$ cat config.mk
export PLATFORM = sky130hd
export DESIGN_NAME = cfg_i2c_bank
export DESIGN_NICKNAME = d
export VERILOG_FILES = /design/src/rtl/cfgbank_pkg.sv /design/src/rtl/i2c_line_sync.sv /design/src/rtl/cfg_regfile.sv /design/src/rtl/i2c_cfg_fsm.sv /design/src/rtl/cfg_i2c_bank.sv
export SDC_FILE = /design/constraint.sdc
export NUM_CORES = 1
export LEC_CHECK = 0
export BUFFER_PORTS_ARGS = -buffer_cell sky130_fd_sc_hd__buf_2
export CORE_MARGIN = 2
export CORE_UTILIZATION = 25
export DETAILED_ROUTE_END_ITERATION = 10
export GPL_ROUTABILITY_DRIVEN = 0
export PLACE_DENSITY = 0.38
export SLEW_MARGIN = 20
export SYNTH_ARGS = -nofsm -noshare
export SYNTH_HDL_FRONTEND = slang
export SYNTH_HIERARCHICAL = 1
export SYNTH_SLANG_ARGS = --single-unit
export TNS_END_PERCENT = 30
$ cat constraint.sdc
create_clock -name clk -period 6.7 [get_ports clk]
set_clock_uncertainty 0.15 [all_clocks]
set_input_delay 0.335 -clock clk [delete_from_list [all_inputs] [get_ports clk]]
set_output_delay 0.335 -clock clk [all_outputs]
set_load 0.03 [all_outputs]
$ cat src/rtl/cfgbank_pkg.sv
package cfgbank_pkg;

    localparam int BYTE_W = 8;

    typedef enum logic [3:0] {
        ST_IDLE,
        ST_DEVADDR,
        ST_DEVACK,
        ST_PTR,
        ST_PTRACK,
        ST_WBYTE,
        ST_WACK,
        ST_RBYTE,
        ST_RACK
    } bus_state_t;

endpackage

$ cat src/rtl/i2c_line_sync.sv
module i2c_line_sync #(
    parameter int STAGES = 2
) (
    input  logic clk,
    input  logic rst_n,
    input  logic scl_pin,
    input  logic sda_pin,
    output logic scl_lvl,
    output logic sda_lvl,
    output logic scl_rise,
    output logic scl_fall,
    output logic start_det,
    output logic stop_det
);

    logic [STAGES-1:0] scl_chain;
    logic [STAGES-1:0] sda_chain;
    logic              scl_prev;
    logic              sda_prev;

    // The bus idles high, so the synchronizer chains reset to one.
    always_ff @(posedge clk or negedge rst_n) begin
        if (!rst_n) begin
            scl_chain <= '1;
            sda_chain <= '1;
            scl_prev  <= 1'b1;
            sda_prev  <= 1'b1;
        end else begin
            scl_chain <= {scl_chain[STAGES-2:0], scl_pin};
            sda_chain <= {sda_chain[STAGES-2:0], sda_pin};
            scl_prev  <= scl_chain[STAGES-1];
            sda_prev  <= sda_chain[STAGES-1];
        end
    end

    assign scl_lvl   = scl_chain[STAGES-1];
    assign sda_lvl   = sda_chain[STAGES-1];
    assign scl_rise  = scl_lvl & ~scl_prev;
    assign scl_fall  = ~scl_lvl & scl_prev;
    assign start_det = scl_lvl & scl_prev & sda_prev & ~sda_lvl;
    assign stop_det  = scl_lvl & scl_prev & ~sda_prev & sda_lvl;

endmodule

$ cat src/rtl/cfg_regfile.sv
module cfg_regfile #(
    parameter int NUM_REGS = 8,
    parameter int REG_W    = 8,
    localparam int IDX_W   = $clog2(NUM_REGS),
    localparam int VEC_W   = NUM_REGS * REG_W
) (
    input  logic             clk,
    input  logic             rst_n,
    input  logic             wr_en,
    input  logic [IDX_W-1:0] wr_idx,
    input  logic [REG_W-1:0] wr_data,
    input  logic [IDX_W-1:0] rd_idx,
    output logic [REG_W-1:0] rd_data,
    output logic [VEC_W-1:0] cfg_vec
);

    for (genvar g = 0; g < NUM_REGS; g++) begin : g_reg
        logic [REG_W-1:0] q;
        always_ff @(posedge clk or negedge rst_n) begin
            if (!rst_n)
                q <= '0;
            else if (wr_en && wr_idx == IDX_W'(g))
                q <= wr_data;
        end
        assign cfg_vec[g*REG_W +: REG_W] = q;
    end

    assign rd_data = cfg_vec[rd_idx*REG_W +: REG_W];

    // a write lands in exactly the addressed slice.
    assert_write_lands_R3: assert property (@(posedge clk) disable iff (!rst_n)
        wr_en |=> cfg_vec[$past(wr_idx)*REG_W +: REG_W] == $past(wr_data));

    // without a write, the register image holds.
    assert_hold_without_write_R5: assert property (@(posedge clk) disable iff (!rst_n)
        !wr_en |=> $stable(cfg_vec));

endmodule

$ cat src/rtl/i2c_cfg_fsm.sv
module i2c_cfg_fsm
    import cfgbank_pkg::*;
#(
    parameter int         NUM_REGS = 8,
    parameter int         SEL_W    = 2,
    parameter logic [6:0] DEV_BASE = 7'b1011000,
    localparam int        IDX_W    = $clog2(NUM_REGS)
) (
    input  logic              clk,
    input  logic              rst_n,
    input  logic              scl_lvl,
    input  logic              sda_lvl,
    input  logic              scl_rise,
    input  logic              scl_fall,
    input  logic              start_det,
    input  logic              stop_det,
    input  logic [SEL_W-1:0]  addr_sel,
    input  logic [BYTE_W-1:0] rd_data,
    output logic              wr_en,
    output logic [IDX_W-1:0]  wr_idx,
    output logic [BYTE_W-1:0] wr_data,
    output logic [IDX_W-1:0]  rd_idx,
    output logic              sda_oe
);

    localparam logic [IDX_W-1:0] LAST_IDX = IDX_W'(NUM_REGS - 1);

    bus_state_t        state, state_n;
    logic [3:0]        bit_cnt;
    logic [BYTE_W-1:0] shreg;
    logic [BYTE_W-1:0] txreg;
    logic [IDX_W-1:0]  ptr;
    logic              nack_q;
    logic [6:0]        dev_addr;
    logic              byte_done;
    logic              rx_state;

    assign dev_addr  = {DEV_BASE[6:SEL_W], addr_sel};
    assign byte_done = scl_fall && (bit_cnt == 4'd8);
    assign rx_state  = (state == ST_DEVADDR) || (state == ST_PTR) ||
                       (state == ST_WBYTE)   || (state == ST_RBYTE);

    function automatic logic [IDX_W-1:0] ptr_next(input logic [IDX_W-1:0] p);
        return (p == LAST_IDX) ? '0 : p + 1'b1;
    endfunction

    // Next-state decode
    always_comb begin
        state_n = state;
        if (stop_det) begin
            state_n = ST_IDLE;
        end else if (start_det) begin
            state_n = ST_DEVADDR;
        end else begin
            unique case (state)
                ST_IDLE:    state_n = ST_IDLE;
                ST_DEVADDR: if (byte_done)
                                state_n = (shreg[7:1] == dev_addr) ? ST_DEVACK : ST_IDLE;
                ST_DEVACK:  if (scl_fall) state_n = shreg[0] ? ST_RBYTE : ST_PTR;
                ST_PTR:     if (byte_done) state_n = ST_PTRACK;
                ST_PTRACK:  if (scl_fall) state_n = ST_WBYTE;
                ST_WBYTE:   if (byte_done) state_n = ST_WACK;
                ST_WACK:    if (scl_fall) state_n = ST_WBYTE;
                ST_RBYTE:   if (byte_done) state_n = ST_RACK;
                ST_RACK:    if (scl_fall) state_n = nack_q ? ST_IDLE : ST_RBYTE;
                default:    state_n = ST_IDLE;
            endcase
        end
    end

    // State register
    always_ff @(posedge clk or negedge rst_n) begin
        if (!rst_n) state <= ST_IDLE;
        else        state <= state_n;
    end

    // Shift, count and pointer datapath
    always_ff @(posedge clk or negedge rst_n) begin
        if (!rst_n) begin
            bit_cnt <= '0;
            shreg   <= '0;
            txreg   <= '0;
            ptr     <= '0;
            nack_q  <= 1'b1;
        end else if (start_det || stop_det) begin
            bit_cnt <= '0;
        end else begin
            if (scl_rise && rx_state) begin
                shreg   <= {shreg[BYTE_W-2:0], sda_lvl};
                bit_cnt <= bit_cnt + 4'd1;
            end
            if (scl_rise && state == ST_RACK)
                nack_q <= sda_lvl;
            if (scl_fall) begin
                unique case (state)
                    ST_DEVADDR: if (byte_done) bit_cnt <= '0;
                    ST_DEVACK:  if (shreg[0]) txreg <= rd_data;
                    ST_PTR:     if (byte_done) begin
                                    ptr     <= shreg[IDX_W-1:0];
                                    bit_cnt <= '0;
                                end
                    ST_WBYTE:   if (byte_done) begin
                                    ptr     <= ptr_next(ptr);
                                    bit_cnt <= '0;
                                end
                    ST_RBYTE:   if (byte_done) begin
                                    ptr     <= ptr_next(ptr);
                                    bit_cnt <= '0;
                                end else begin
                                    txreg <= {txreg[BYTE_W-2:0], 1'b0};
                                end
                    ST_RACK:    if (!nack_q) txreg <= rd_data;
                    default:    ;
                endcase
            end
        end
    end

    // Outputs
    always_comb begin
        unique case (state)
            ST_DEVACK, ST_PTRACK, ST_WACK: sda_oe = 1'b1;
            ST_RBYTE:                      sda_oe = ~txreg[BYTE_W-1];
            default:                       sda_oe = 1'b0;
        endcase
        wr_en   = (state == ST_WBYTE) && byte_done && !start_det && !stop_det;
        wr_idx  = ptr;
        wr_data = shreg;
        rd_idx  = ptr;
    end

    // the data line driver moves only while the clock line is low.
    assert_sda_moves_scl_low_R9: assert property (@(posedge clk) disable iff (!rst_n)
        (sda_oe != $past(sda_oe)) |-> !scl_lvl);

    // the pointer wraps to zero after the last register.
    assert_ptr_wrap_R4: assert property (@(posedge clk) disable iff (!rst_n)
        (wr_en && ptr == LAST_IDX) |=> ptr == '0);

    // a not-acknowledge ends the read and releases the line.
    assert_nack_release_R7: assert property (@(posedge clk) disable iff (!rst_n)
        (state == ST_RACK && scl_fall && nack_q && !start_det && !stop_det)
            |=> (state == ST_IDLE && !sda_oe));

    // START or STOP clears the bit count.
    assert_partial_drop_R5: assert property (@(posedge clk) disable iff (!rst_n)
        (start_det || stop_det) |=> bit_cnt == '0);

    // the address acknowledge only follows a matching address.
    assert_addr_match_R1: assert property (@(posedge clk) disable iff (!rst_n)
        $rose(state == ST_DEVACK) |-> $past(shreg[7:1]) == dev_addr);

    // a commit happens only while the clock line is low.
    assert_commit_scl_low_R3: assert property (@(posedge clk) disable iff (!rst_n)
        wr_en |-> !scl_lvl);

endmodule

$ cat src/rtl/cfg_i2c_bank.sv
module cfg_i2c_bank #(
    parameter int NUM_REGS = 8,
    parameter int SYNC_STAGES = 2,
    localparam int CFG_W = NUM_REGS * cfgbank_pkg::BYTE_W,
    localparam int IDX_W = $clog2(NUM_REGS)
) (
    input  logic             clk,
    input  logic             rst_n,
    input  logic             scl_i,
    input  logic             sda_i,
    input  logic [1:0]       addr_sel,
    output logic             sda_oe,
    output logic [CFG_W-1:0] cfg_vec,
    output logic             commit_stb
);

    logic scl_lvl, sda_lvl, scl_rise, scl_fall, start_det, stop_det;
    logic                            wr_en;
    logic [IDX_W-1:0]                wr_idx, rd_idx;
    logic [cfgbank_pkg::BYTE_W-1:0]  wr_data, rd_data;

    i2c_line_sync #(.STAGES(SYNC_STAGES)) u_sync (
        .clk       (clk),
        .rst_n     (rst_n),
        .scl_pin   (scl_i),
        .sda_pin   (sda_i),
        .scl_lvl   (scl_lvl),
        .sda_lvl   (sda_lvl),
        .scl_rise  (scl_rise),
        .scl_fall  (scl_fall),
        .start_det (start_det),
        .stop_det  (stop_det)
    );

    i2c_cfg_fsm #(.NUM_REGS(NUM_REGS), .SEL_W(2)) u_fsm (
        .clk       (clk),
        .rst_n     (rst_n),
        .scl_lvl   (scl_lvl),
        .sda_lvl   (sda_lvl),
        .scl_rise  (scl_rise),
        .scl_fall  (scl_fall),
        .start_det (start_det),
        .stop_det  (stop_det),
        .addr_sel  (addr_sel),
        .rd_data   (rd_data),
        .wr_en     (wr_en),
        .wr_idx    (wr_idx),
        .wr_data   (wr_data),
        .rd_idx    (rd_idx),
        .sda_oe    (sda_oe)
    );

    cfg_regfile #(.NUM_REGS(NUM_REGS), .REG_W(cfgbank_pkg::BYTE_W)) u_regs (
        .clk     (clk),
        .rst_n   (rst_n),
        .wr_en   (wr_en),
        .wr_idx  (wr_idx),
        .wr_data (wr_data),
        .rd_idx  (rd_idx),
        .rd_data (rd_data),
        .cfg_vec (cfg_vec)
    );

    assign commit_stb = wr_en;

endmodule

Word level (Yosys, flattened, before mapping)
Index checks and enable logic that the tools add are counted.

storage, ports and cells
  bits in registers = 98
  input port bits = 6
  output and inout bits = 66
  logic and storage cells = 122

operators by class
  add/subtract/negate cells = 2
  eq/ne operators = 29
  shift operators = 1
  muxes and demuxes = 27
  bitwise gates (word level) = 13
  reduce and logical (&&, ||, !) cells = 32

operators by type and width
  cell                                                                   number
  64-bit by 7-bit variable part select with 8-bit output                 1
  4-bit 2-to-1 mux                                                       14
  4-bit by 1-bit != test with 1-bit output, second input constant        7
  4-bit case mux with 7 select lines                                     1
  8-bit 2-to-1 mux                                                       3
  8-bit case mux with 3 select lines                                     1
  4-bit by 3-bit equality test with 1-bit output, second input constant  4
  3-bit 2-to-1 mux                                                       5
  1-bit logical AND                                                      14
  3-bit equality test, second input constant                             4
  4-bit by 2-bit equality test with 1-bit output, second input constant  2
  4-bit equality test, second input constant                             2
  1-bit bitwise AND                                                      7
  7-bit equality test                                                    1
  7-bit AND reduction                                                    1
  3-bit by 2-bit equality test with 1-bit output, second input constant  2
  2-bit by 1-bit != test with 1-bit output, second input constant        3
  1-bit inverter                                                         6
  3-bit case mux with 2 select lines                                     1
  6-bit AND reduction                                                    1
  5-bit AND reduction                                                    1
  4-bit by 1-bit adder with 4-bit output, second input constant          1
  4-bit by 1-bit equality test with 1-bit output, second input constant  1
  1-bit logical OR                                                       4
  other kinds (13)                                                       17

Depth between registers and ports, before layout
  word-level depth = 10
  depth in mapped cells = 9
  depth with buffers taken out = 7

Modules after synthesis
The synthesis kept the hierarchy.

modules (own cells, without submodules)
  module         instances  cells each  area each (sq um)  sequential area each (sq um)
  cfg_regfile    1          172         2,992.9            1,601.5
  i2c_cfg_fsm    1          160         1,691.6            701.9
  i2c_line_sync  1          10          190.2              157.7

Worst setup path after synthesis
Ideal clock, no wire load.

  kind = register to register
  start = reg u_sync.sda_chain[1]
  end = reg u_regs.g_reg[1].q[0]
  arrival time = 2.682 ns
  required time = 6.425 ns
  setup slack = 3.743 ns
  stages on the path, launching flop included = 10
  path buffers = 3
  period minus slack after synthesis = 2.957 ns
  cells stage by stage = dfstp_2 > and4b_1 > or2_1 > clkbuf_1 > nor3_1 > and3_1 > clkbuf_1 > nor4bb_1 > buf_2 > mux2_2

on the way
  word-level cells in the longest chain between the ends = 6
  elaborated cells between the ends (all ways) = 8
  those cells by class = bitwise (3); reduce/logical (5)

ends and longest elaborated chain
  item                            RTL line             text
  start, declared                 i2c_line_sync.sv:17  logic [STAGES-1:0] sda_chain;
  start signal, assigned          i2c_line_sync.sv:30  sda_chain <= {sda_chain[STAGES-2:0], sda_pin};
  1-bit inverter                  i2c_line_sync.sv:40  assign start_det = scl_lvl & scl_prev & sda_prev & ~sda_lvl;
  1-bit bitwise AND               i2c_line_sync.sv:40
  net start_det                   cfg_i2c_bank.sv:17   logic scl_lvl, sda_lvl, scl_rise, scl_fall, start_det, stop_det;
  1-bit logical NOT               i2c_cfg_fsm.sv:126   wr_en = (state == ST_WBYTE) && byte_done && !start_det && !stop_det;
  1-bit logical AND (2 in a row)  i2c_cfg_fsm.sv:126
  net commit_stb                  cfg_i2c_bank.sv:14   output logic commit_stb
  1-bit logical AND               cfg_regfile.sv:22    else if (wr_en && wr_idx == IDX_W'(g))
  end signal, assigned            cfg_regfile.sv:23    q <= wr_data;
  end, declared                   cfg_regfile.sv:18    logic [REG_W-1:0] q;

The timed path passes the listed nets, and every way through them passes these cells.
A chain may end at the register's enable or synchronous reset.

Worst setup path in the final report
  start = reg u_sync.scl_prev
  end = reg u_regs.g_reg[2].q[2]

on the way
  elaborated cells between the ends (all ways) = 13
  those cells by class = bitwise (6); reduce/logical (7)

RTL lines
  item                            RTL line             text
  start, declared                 i2c_line_sync.sv:18  logic scl_prev;
  start signal, assigned          i2c_line_sync.sv:31  scl_prev <= scl_chain[STAGES-1];
  1-bit bitwise AND               i2c_line_sync.sv:39  assign scl_fall = ~scl_lvl & scl_prev;
  net scl_fall                    cfg_i2c_bank.sv:17
  1-bit logical AND               i2c_cfg_fsm.sv:39    assign byte_done = scl_fall && (bit_cnt == 4'd8);
  1-bit logical AND (3 in a row)  i2c_cfg_fsm.sv:126
  1-bit logical AND               cfg_regfile.sv:22
  end signal, assigned            cfg_regfile.sv:23
  end, declared                   cfg_regfile.sv:18

The timed path passes the listed nets, and every way through them passes these cells.

==> flow_metrics.tcl <==
set metrics [dict create \
    status "complete, no violations" \
    grt.met1_usage_pct 17.01 \
    dr.pass1.iters 4 \
    die-area_um2 20630 \
    clock_sinks 98 \
    cts_resized 0 \
    powerDensity_nw_per_um2 262.5 \
    setup_viol 0 \
    start_kind "flip-flop" \
    synth_warnings 6 \
    async_flop_share_pct 100.0 \
    clk_pin_slew_ns 0.07 \
    ys_ff_latch 98 \
    root_buffer "clkbuf_16" \
    cts.htree.levels 3 \
    rsz0062_at_grt "false" \
    io-pin-count 72 \
    antenna_found_initial 0 \
    seq_area_frac_synth_pct 50.49 \
    die_y_um 143.6 \
    synth_cell_types 50 \
    setup_tns_ns 0 \
    grt_usage_pct 13.11 \
    yosysTopAreaCell "dfrtp_1" \
    dp_hpwl_um 8727 \
    cts_setup_buffers 0 \
    power.total_mw 1.520 \
    dr_total_vias 3034 \
    peakVddDrop_mv 0.1038 \
    hp-class "flip-flop to flip-flop" \
    areaGrowthSynthToFinish_pct 18.74 \
    synth-edff-count 0 \
    grt_pass1_wl_um 19730 \
    grt_use_met2_pct 21.45 \
    synth_most_common_cell "dfrtp_1" \
    synth_nets 352 \
    rows 51 \
    utilization_pct 30.04 \
    yosysTopAreaCellShare_pct 46.71 \
    num_antenna_cells 0 \
    crit_type "flip-flop to flip-flop" \
    cts-hold-fix-buffers 3 \
    synth_top_family_by_area "multiplexers" \
    grt_pass1_vias 3218 \
    whs_ns 0.2108 \
    ys_top_cells_by_area "dfrtp_1 47%, mux2_2 17%, mux4_1 8.1%" \
    synthSimpleGateAreaFrac_pct 8.676 \
    top_usage_layer "met2" \
    crit_required_ns 6.79 \
    p_leak_nw 2.887 \
    wl_per_cell_um 18.94 \
    max_cap_violations 0 \
    ys.flop_type "dfrtp_1" \
    grt_max_degree 71 \
    synth_adder_area_share_pct 1.027 \
    fill_cells 2031 \
    setup_slack_ns 2.998 \
    synth_cells 342 \
    drt_iter0_drc 176 \
    insertion_delay_ns 0.35 \
    core_um2 19270 \
    post-route-period-util_pct 55.25 \
    cp_max_fo 9 \
    initial_core_util_pct 25.30 \
    cts_buffers 9 \
    period_needed_ns 3.702 \
    hold_viol 0 \
    synthMuxAreaShare_pct 31.83 \
    avgSynthCellArea_um2 14.25 \
    drive_gt1_share_pct 45.01 \
    use_met3_pct 2.799 \
    synth_xor_area_share_pct 0.5390 \
    synth.cell_area_um2 4875 \
    antenna_left 0 \
    arrival_ns 3.79 \
    slew_headroom_pct 26.39 \
    pre_cts_ws_ns 3.057 \
    nNetsFinal 416 \
    synth_compound_area_share_pct 3.773 \
    port_buffers 71 \
    drc_errors 0 \
    fp.dieW_um 143.6 \
    grt-ovfl-total 0 \
    cts_tree "yes" \
    totalWireLength_um 12800 \
    viasPerCell 4.488 \
    timing.fmax_ghz 0.2701 \
    cts_buffer_depth 2 \
    max_slew.worst_pin.slew_ns 1.089 \
    slew_violations 0 \
    cp-end-kind "flip-flop" \
    synth_common_cells "91 x dfrtp_1, 72 x mux2_2, 16 x nor2_1, 15 x mux2_1, 15 x mux4_1" \
]
-- kinds of logic after synthesis --
logic type,Yosys count
multiplexers,115
flip-flops,98
AND/OR/NAND/NOR,67
buffers and inverters,29
AO/OA/AOI/OAI,26
adder cells (fa/ha/maj),4
XOR/XNOR,3
-- layout by cell type, fill, tap and decap left out, types with 4 or more instances in the layout --
| master | instances |
|---|---|
| mux4_1 | 15 |
| buf_4 | 4 |
| dfstp_2 | 7 |
| a21oi_1 | 4 |
| dfrtp_1 | 91 |
| o21ai_1 | 6 |
| nand3_1 | 4 |
| mux2i_1 | 5 |
| mux2_1 | 15 |
| nand4b_1 | 6 |
| nor2b_1 | 5 |
| buf_2 | 70 |
| inv_1 | 5 |
| clkbuf_16 | 9 |
| o21ai_0 | 4 |
| mux2_4 | 7 |
| ha_1 | 4 |
| mux2_2 | 72 |
| nand2_1 | 11 |
| nor2_1 | 16 |
| nor3_1 | 4 |
-- path summary, 6_finish.rpt --
check / start / to / slack (ns) / depth (start not counted)
setup / recovery: u_sync/scl_prev / u_regs/g_reg[2].q[2] / 3.00 / 6
hold / removal: u_sync/scl_chain[0] / u_sync/scl_chain[1] / 0.21 / 0
setup reg to reg: u_sync/scl_prev / u_regs/g_reg[2].q[2] / 3.00 / 6
hold reg to reg: u_sync/scl_chain[0] / u_sync/scl_chain[1] / 0.21 / 0
max in group asynchronous: rst_n / u_regs/g_reg[7].q[3] / 4.81 / 3
min in group asynchronous: rst_n / u_fsm/bit_cnt[1] / 0.31 / 2
-- registers in the layout, indices dropped and copies added, names as in the netlist --
name              flops
u_fsm/rd_idx          3
u_fsm/wr_data         8
u_fsm/state           4
u_sync/sda_chain      2
u_fsm/nack_q          1
u_sync/sda_prev       1
u_sync/scl_prev       1
u_sync/scl_chain      2
u_fsm/txreg           8
u_regs/g.q           64
u_fsm/bit_cnt         4
-- layer usage --
layer / wire, µm / share of wire [%]
met5: 0 / 0
met4: 209 / 1.6
met3: 482 / 3.8
met2: 6292 / 49
met1: 5816 / 45
-- critical path, stage by stage, from the launching register on --
cell and delay, ns:
dfstp_2 0.54, nor2b_1 0.53, nand4b_1 0.32, nor3_1 0.22, and3_1 0.40, nor4bb_2 0.99
mux2_2 0.42
-- per-stage QoR --
step	instances	cell area (µm²)
floorplan	342	4875
global placement	657	5445
detailed placement	657	5445
CTS	676	5788
global route	676	5788
finish	676	5788
-- cell type report --
| class | count | area (µm²) | share of cell area [%] |
|---|---|---|---|
| clock inverter | 4 | 76.32 | 1.319 |
| clock buffer | 12 | 236.5 | 4.086 |
| multi-input combinational | 215 | 2253 | 38.93 |
| inverter | 5 | 18.77 | 0.3243 |
| sequential | 98 | 2461 | 42.52 |
| tap | 265 | 331.6 | 5.728 |
| timing repair buffer | 77 | 410.4 | 7.090 |
-- where the power goes --
| part | switching (mW) | internal (mW) | leakage, nW |
|---|---|---|---|
| clock | 0.228 | 0.328 | 0.147 |
| sequential | 0.127 | 0.629 | 1.32 |
| combinational | 0.120 | 0.0875 | 1.42 |
(Power assumes the default switching activity.)
